`config.mk`:
```
export PLATFORM = sky130hd
export DESIGN_NAME = blk_mean_acc
export DESIGN_NICKNAME = d
export VERILOG_FILES = /design/src/rtl/bma_pkg.sv /design/src/rtl/bma_stage.sv /design/src/rtl/bma_mac.sv /design/src/rtl/bma_round.sv /design/src/rtl/blk_mean_acc.sv
export SDC_FILE = /design/constraint.sdc
export NUM_CORES = 2
export LEC_CHECK = 0
export BUFFER_PORTS_ARGS = -buffer_cell sky130_fd_sc_hd__buf_4
export CAP_MARGIN = 25
export CORE_MARGIN = 4
export CORE_UTILIZATION = 55
export DETAILED_ROUTE_END_ITERATION = 12
export PLACE_DENSITY = 0.74
export SLEW_MARGIN = 10
export SYNTH_ARGS = -nofsm -noshare
export SYNTH_HDL_FRONTEND = slang
export SYNTH_SLANG_ARGS = --single-unit
```
`constraint.sdc`:
```
create_clock -name clk -period 7.3 [get_ports clk]
set_clock_uncertainty 0.2 [all_clocks]
set_input_delay 1.46 -clock clk [delete_from_list [all_inputs] [get_ports clk]]
set_output_delay 1.46 -clock clk [all_outputs]
set_load 0.02 [all_outputs]
```
`src/rtl/bma_pkg.sv`:
```
package bma_pkg;
  typedef enum logic {
    ST_WAIT  = 1'b0,
    ST_WRITE = 1'b1
  } bma_state_e;
endpackage

```
`src/rtl/bma_stage.sv`:
```
module bma_stage #(
  parameter int DW = 24
) (
  input  logic          clk,
  input  logic          rst_n,
  input  logic          in_valid,
  input  logic [DW-1:0] in_smp,
  input  logic [DW-1:0] in_coef,
  input  logic          drain,
  output logic          full,
  output logic [DW-1:0] out_smp,
  output logic [DW-1:0] out_coef
);
  logic          full_q, full_d, load;
  logic [DW-1:0] smp_q, coef_q;

  assign load = in_valid && (!full_q || drain);

  always_comb begin
    full_d = full_q;
    if (load)       full_d = 1'b1;
    else if (drain) full_d = 1'b0;
  end

  always_ff @(posedge clk or negedge rst_n) begin
    if (!rst_n) full_q <= 1'b0;
    else        full_q <= full_d;
  end

  always_ff @(posedge clk or negedge rst_n) begin
    if (!rst_n) begin
      smp_q  <= '0;
      coef_q <= '0;
    end else if (load) begin
      smp_q  <= in_smp;
      coef_q <= in_coef;
    end
  end

  assign full     = full_q;
  assign out_smp  = smp_q;
  assign out_coef = coef_q;

  // an occupied, undrained entry is not overwritten by a new arrival
  a_r9_no_overwrite: assert property (@(posedge clk) disable iff (!rst_n)
    (full_q && in_valid && !drain) |=> ($stable(out_smp) && $stable(out_coef) && full));
endmodule

```
`src/rtl/bma_mac.sv`:
```
module bma_mac #(
  parameter int DW = 24,
  parameter int AW = 48,
  parameter int N  = 10
) (
  input  logic          clk,
  input  logic          rst_n,
  input  logic          step,
  input  logic          clear,
  input  logic [DW-1:0] op_a,
  input  logic [DW-1:0] op_b,
  output logic [AW-1:0] acc,
  output logic          last
);
  localparam int CW = (N > 2) ? $clog2(N) : 1;
  localparam logic [CW-1:0] CNT_LAST = CW'(N - 1);

  logic signed [2*DW-1:0] prod;
  logic signed [AW-1:0]   prod_x;
  logic [AW-1:0]          acc_q, acc_d;
  logic [CW-1:0]          cnt_q, cnt_d;

  assign prod   = $signed(op_a) * $signed(op_b);
  assign prod_x = AW'(prod);
  assign last   = step && (cnt_q == CNT_LAST);

  always_comb begin
    acc_d = acc_q;
    cnt_d = cnt_q;
    if (clear) begin
      acc_d = '0;
      cnt_d = '0;
    end else if (step) begin
      acc_d = acc_q + AW'(prod_x);
      cnt_d = last ? '0 : cnt_q + 1'b1;
    end
  end

  always_ff @(posedge clk or negedge rst_n) begin
    if (!rst_n) begin
      acc_q <= '0;
      cnt_q <= '0;
    end else begin
      acc_q <= acc_d;
      cnt_q <= cnt_d;
    end
  end

  assign acc = acc_q;

  // sample count never leaves 0..N-1
  a_r3_count_range: assert property (@(posedge clk) disable iff (!rst_n)
    cnt_q <= CNT_LAST);
  // a write-cycle clear never coincides with accumulation
  a_r8_no_step_on_clear: assert property (@(posedge clk) disable iff (!rst_n)
    !(clear && step));
endmodule

```
`src/rtl/bma_round.sv`:
```
module bma_round #(
  parameter int DW = 24,
  parameter int AW = 48
) (
  input  logic [AW-1:0] acc,
  output logic [DW-1:0] result
);
  localparam int FRAC = DW - 1;
  localparam logic signed [AW:0] RND  = (AW+1)'(1) <<< (FRAC - 1);
  localparam logic signed [AW:0] MAXV = ((AW+1)'(1) <<< (DW - 1)) - (AW+1)'(1);
  localparam logic signed [AW:0] MINV = -((AW+1)'(1) <<< (DW - 1));

  logic signed [AW:0] ext, rnd, shf;

  always_comb begin
    ext = $signed({acc[AW-1], acc});
    rnd = ext + RND;
    shf = rnd >>> FRAC;
    if (shf > MAXV)      result = MAXV[DW-1:0];
    else if (shf < MINV) result = MINV[DW-1:0];
    else                 result = shf[DW-1:0];
  end
endmodule

```
`src/rtl/blk_mean_acc.sv`:
```
module blk_mean_acc #(
  parameter int DW      = 24,
  parameter int AW      = 48,
  parameter int BLOCK_N = 10
) (
  input  logic          clk,
  input  logic          rst_n,
  input  logic          smp_valid,
  input  logic [DW-1:0] smp_data,
  input  logic [DW-1:0] smp_coef,
  input  logic          irq_ack,
  output logic          ready_sem,
  output logic [DW-1:0] mean_out,
  output logic          irq_pulse,
  output logic          irq_flag
);
  import bma_pkg::*;

  bma_state_e    state_q, state_d;
  logic          stage_full, drain, last, writing;
  logic [DW-1:0] st_smp, st_coef, rounded;
  logic [AW-1:0] acc;
  logic [DW-1:0] mean_q;
  logic          pulse_q, flag_q, flag_d;

  assign writing = (state_q == ST_WRITE);
  assign drain   = (state_q == ST_WAIT) && stage_full;

  bma_stage #(.DW(DW)) u_stage (
    .clk(clk), .rst_n(rst_n), .in_valid(smp_valid), .in_smp(smp_data),
    .in_coef(smp_coef), .drain(drain), .full(stage_full),
    .out_smp(st_smp), .out_coef(st_coef)
  );

  bma_mac #(.DW(DW), .AW(AW), .N(BLOCK_N)) u_mac (
    .clk(clk), .rst_n(rst_n), .step(drain), .clear(writing),
    .op_a(st_smp), .op_b(st_coef), .acc(acc), .last(last)
  );

  bma_round #(.DW(DW), .AW(AW)) u_round (
    .acc(acc), .result(rounded)
  );

  always_comb begin
    state_d = state_q;
    case (state_q)
      ST_WAIT:  if (last) state_d = ST_WRITE;
      ST_WRITE: state_d = ST_WAIT;
      default:  state_d = ST_WAIT;
    endcase
  end

  always_comb begin
    flag_d = flag_q;
    if (writing)      flag_d = 1'b1;
    else if (irq_ack) flag_d = 1'b0;
  end

  always_ff @(posedge clk or negedge rst_n) begin
    if (!rst_n) begin
      state_q <= ST_WAIT;
      pulse_q <= 1'b0;
      flag_q  <= 1'b0;
    end else begin
      state_q <= state_d;
      pulse_q <= writing;
      flag_q  <= flag_d;
    end
  end

  always_ff @(posedge clk or negedge rst_n) begin
    if (!rst_n)       mean_q <= '0;
    else if (writing) mean_q <= rounded;
  end

  assign ready_sem = (state_q == ST_WAIT) && !stage_full;
  assign mean_out  = mean_q;
  assign irq_pulse = pulse_q;
  assign irq_flag  = flag_q;

  // result pulse lasts a single cycle
  a_r6_irq_single: assert property (@(posedge clk) disable iff (!rst_n)
    irq_pulse |=> !irq_pulse);
  // sticky flag accompanies every pulse
  a_r7_flag_with_pulse: assert property (@(posedge clk) disable iff (!rst_n)
    irq_pulse |-> irq_flag);
  // holding register changes only with a result pulse
  a_r3_hold_stable: assert property (@(posedge clk) disable iff (!rst_n)
    !irq_pulse |-> $stable(mean_out));
  // accumulator is empty after the write cycle
  a_r3_acc_cleared: assert property (@(posedge clk) disable iff (!rst_n)
    writing |=> (acc == '0));
  // a sample staged during the write cycle survives it
  a_r8_stage_kept: assert property (@(posedge clk) disable iff (!rst_n)
    (writing && stage_full) |=> (stage_full && !ready_sem));
endmodule

```
==> reports/qor.csv <==
metric,value,unit
timing.rr.start,u_stage.out_coef[2]$_DFFE_PN0P_,
setup_viol,0,
reg2reg_depth,24,
synth_seq_area_share,11.4,%
drcViolationCount,0,
finalHoldViolCount,0,
slew_headroom,41.3,%
synth.largest_area_cell,fa_1,
min_delay_worst_endpoint,irq_flag$_DFFE_PN0P_,
fillCellCount,4129,
h-tree-depth,4,
mostFrequentLayoutCell,inv_1,
tritoncts,done,
grt_use_total,26.8,%
synth_edf_count,0,
die_h,234,microns
drtPass1Iterations,6,
synth_area_leaders,"fa_1 (46%), dfrtp_1 (11%), inv_1 (9.4%)",
die_w,234,microns
clock-root-buffer,clkbuf_16,
synth-main-ff-cell,dfrtp_1,
grt_max_degree,80,
cp_max_fo,24,
coreArea,50300,sq um
final_max_slew_viol_count,0,
final_cell_mix,"inv_1 (698), fa_1 (646), nand2_1 (410), and2_1 (216), buf_4 (196)",
ys_warn_count,0,
synth_area,28100,sq um
critPathRequiredTime,7470,ps
multiInputGateArea,21900,sq um
fmax,142,MHz
crit_type,flop to flop,
timing.rr.end,u_mac.acc[42]$_DFFE_PN0P_,
cp-start-kind,flop,
synth_xor_area_share,2.34,%
fin_util,61.5,%
port_buffers,78,
synth_nets,3845,
avgSynthCellArea,9.43,sq um
antenna_found_initial,0,
ys_types,62,
wire_per_inst,18.2,microns
diodes,0,
rows,82,
synth_compound_area_share,4.95,%
grt_overflow,0,
ys_ff_latch,128,
hold_depth,1,
synth_top_family_by_area,adder cells,
min_path_type,flop to flop,
ant_nets,0,
vias_per_cell,5.43,
yosys-mux-area-fraction,2.49,%
cts_sinks,128,
clk_pin_slew,70,ps
arrival,7230,ps
synth_top_cell_area_share,46.4,%
vias,20400,
status,finished clean,
synthAdderAreaFrac,53.6,%
grt_pass1_wl,115,mm
grt_pass1_vias,22900,
clk_latency,490,ps
hold_path.startpoint,irq_flag$_DFFE_PN0P_,
rrSetupSlack,250,ps
synthCells,2980,
ioPinCount,79,
wl,68.4,mm
gp_congestion,0.910,
synthArstFlopShare,100,%
fin_crit,7050,ps
die-area,54800,sq um
worst_pin_slew,878,ps
post-route-period-util,96.6,%
initial_core_util,55.9,%
area_delta_synth_final,10.1,%
synthSimpleGateAreaFrac,14.0,%
place_hpwl,57.6,mm
cts_buffers,17,
cts.path.max_buffers,2,
seq_area,3240,sq um
end_kind,flop,
maxCapViolations,0,
fin_nets,3933,
layout-drive-gt1-share,11.5,%
drt_iter0_drc,1347,
synthesized netlist by cell type, types with 7 or more instances:
master    instances
a21oi_1         106
dfrtp_1         128
and2_1          216
nor2b_1           8
mux2_2           48
and3_1            9
nand4_1          11
nand3_1          29
o21ai_0          53
fa_1            651
mux2i_1          16
xnor2_1          53
nand2b_1         15
nor2_1           95
xor2_1           22
inv_1           700
clkbuf_1        129
ha_1            162
nor3_1            7
nand2_1         411
a21o_1           22
registers in the layout (all words and copies together) (netlist names):
register	cells
u_mac.cnt_q	4
u_stage.out_coef	24
u_stage.full	1
mean_out	24
state_q	1
u_mac.acc	48
u_stage.out_smp	24
irq_pulse	1
irq_flag	1
stage by stage:
stage | cell area, sq um | TNS (ps) | instances | hold slack [ps] | setup slack, ps
after floorplan | 28100 | 0 | 2980 | 152 | 262
after global placement | 30000 | -56.3 | 3710 | 267 | -56.3
after detailed placement | 30000 | -356 | 3710 | 274 | -169
final | 30900 | 0 | 3753 | 291 | 245
after CTS | 30600 | 0 | 3742 | 294 | 1.06
after global routing | 30900 | -15.6 | 3753 | 331 | -9.28
routing by layer:
metal	vias up	share of wire (%)	track usage [%]
met1	10500	38	33.1
met2	741	52	46.3
met4	0	4.4	11.7
met3	208	6.2	4.86
li1	8954	-	-
met5	-	0	0
cells by family after synthesis:
group,count (synthesis)
DFF,128
AOI/OAI and AO/OA,232
adders and majority gates,813
and+or+nand+nor,829
buffers and inverters,839
xor gates and xnor gates,75
muxes,64
cell type report:
| type | instances | share of cell area (%) |
|---|---|---|
| Inverter | 701 | 8.52 |
| Timing Repair Buffer | 207 | 5.43 |
| Clock buffer | 18 | 1.42 |
| Clock inverter | 14 | 0.546 |
| Multi-Input combinational cell | 2013 | 70.9 |
| Tap cell | 672 | 2.72 |
| Sequential cell | 128 | 10.5 |
how the worst max path moves through the flow:
stage                                         start                         to  cells after the start
CTS                 u_stage.out_coef[0]$_DFFE_PN0P_  u_mac.acc[35]$_DFFE_PN0P_                     28
floorplan           u_stage.out_smp[23]$_DFFE_PN0P_  u_mac.acc[42]$_DFFE_PN0P_                     21
global placement    u_stage.out_smp[14]$_DFFE_PN0P_  u_mac.acc[35]$_DFFE_PN0P_                     24
detailed placement  u_stage.out_coef[5]$_DFFE_PN0P_  u_mac.acc[35]$_DFFE_PN0P_                     24
global route        u_stage.out_coef[2]$_DFFE_PN0P_  u_mac.acc[46]$_DFFE_PN0P_                     25
finish              u_stage.out_coef[2]$_DFFE_PN0P_  u_mac.acc[42]$_DFFE_PN0P_                     24
worst max-delay path: stages, from the launching register on:
cell and delay, ps:
dfrtp_1 410, buf_12 170, and2_1 190, fa_2 550, buf_4 170, fa_1 480, inv_1 60, fa_1 490
fa_1 510, inv_1 50, fa_1 500, fa_1 490, inv_1 50, fa_1 500, inv_1 60, ha_1 310
buf_4 170, a21oi_1 170, nor2b_1 60, o21ai_0 160, nand3_1 200, o211ai_4 290, a21oi_2 120, or3_1 310
a32o_1 250
what timing repair did:
action	in CTS	in global routing
setup endpoints to repair	7	20
hold buffers	0	0
pin swaps	0	11
gates cloned	0	1
hold endpoints to repair	0	0
resized for setup	8	60
buffers inserted	0	10
Power is not shown: default switching activity piles up to over one toggle a cycle in this logic, so the estimate is an artifact.
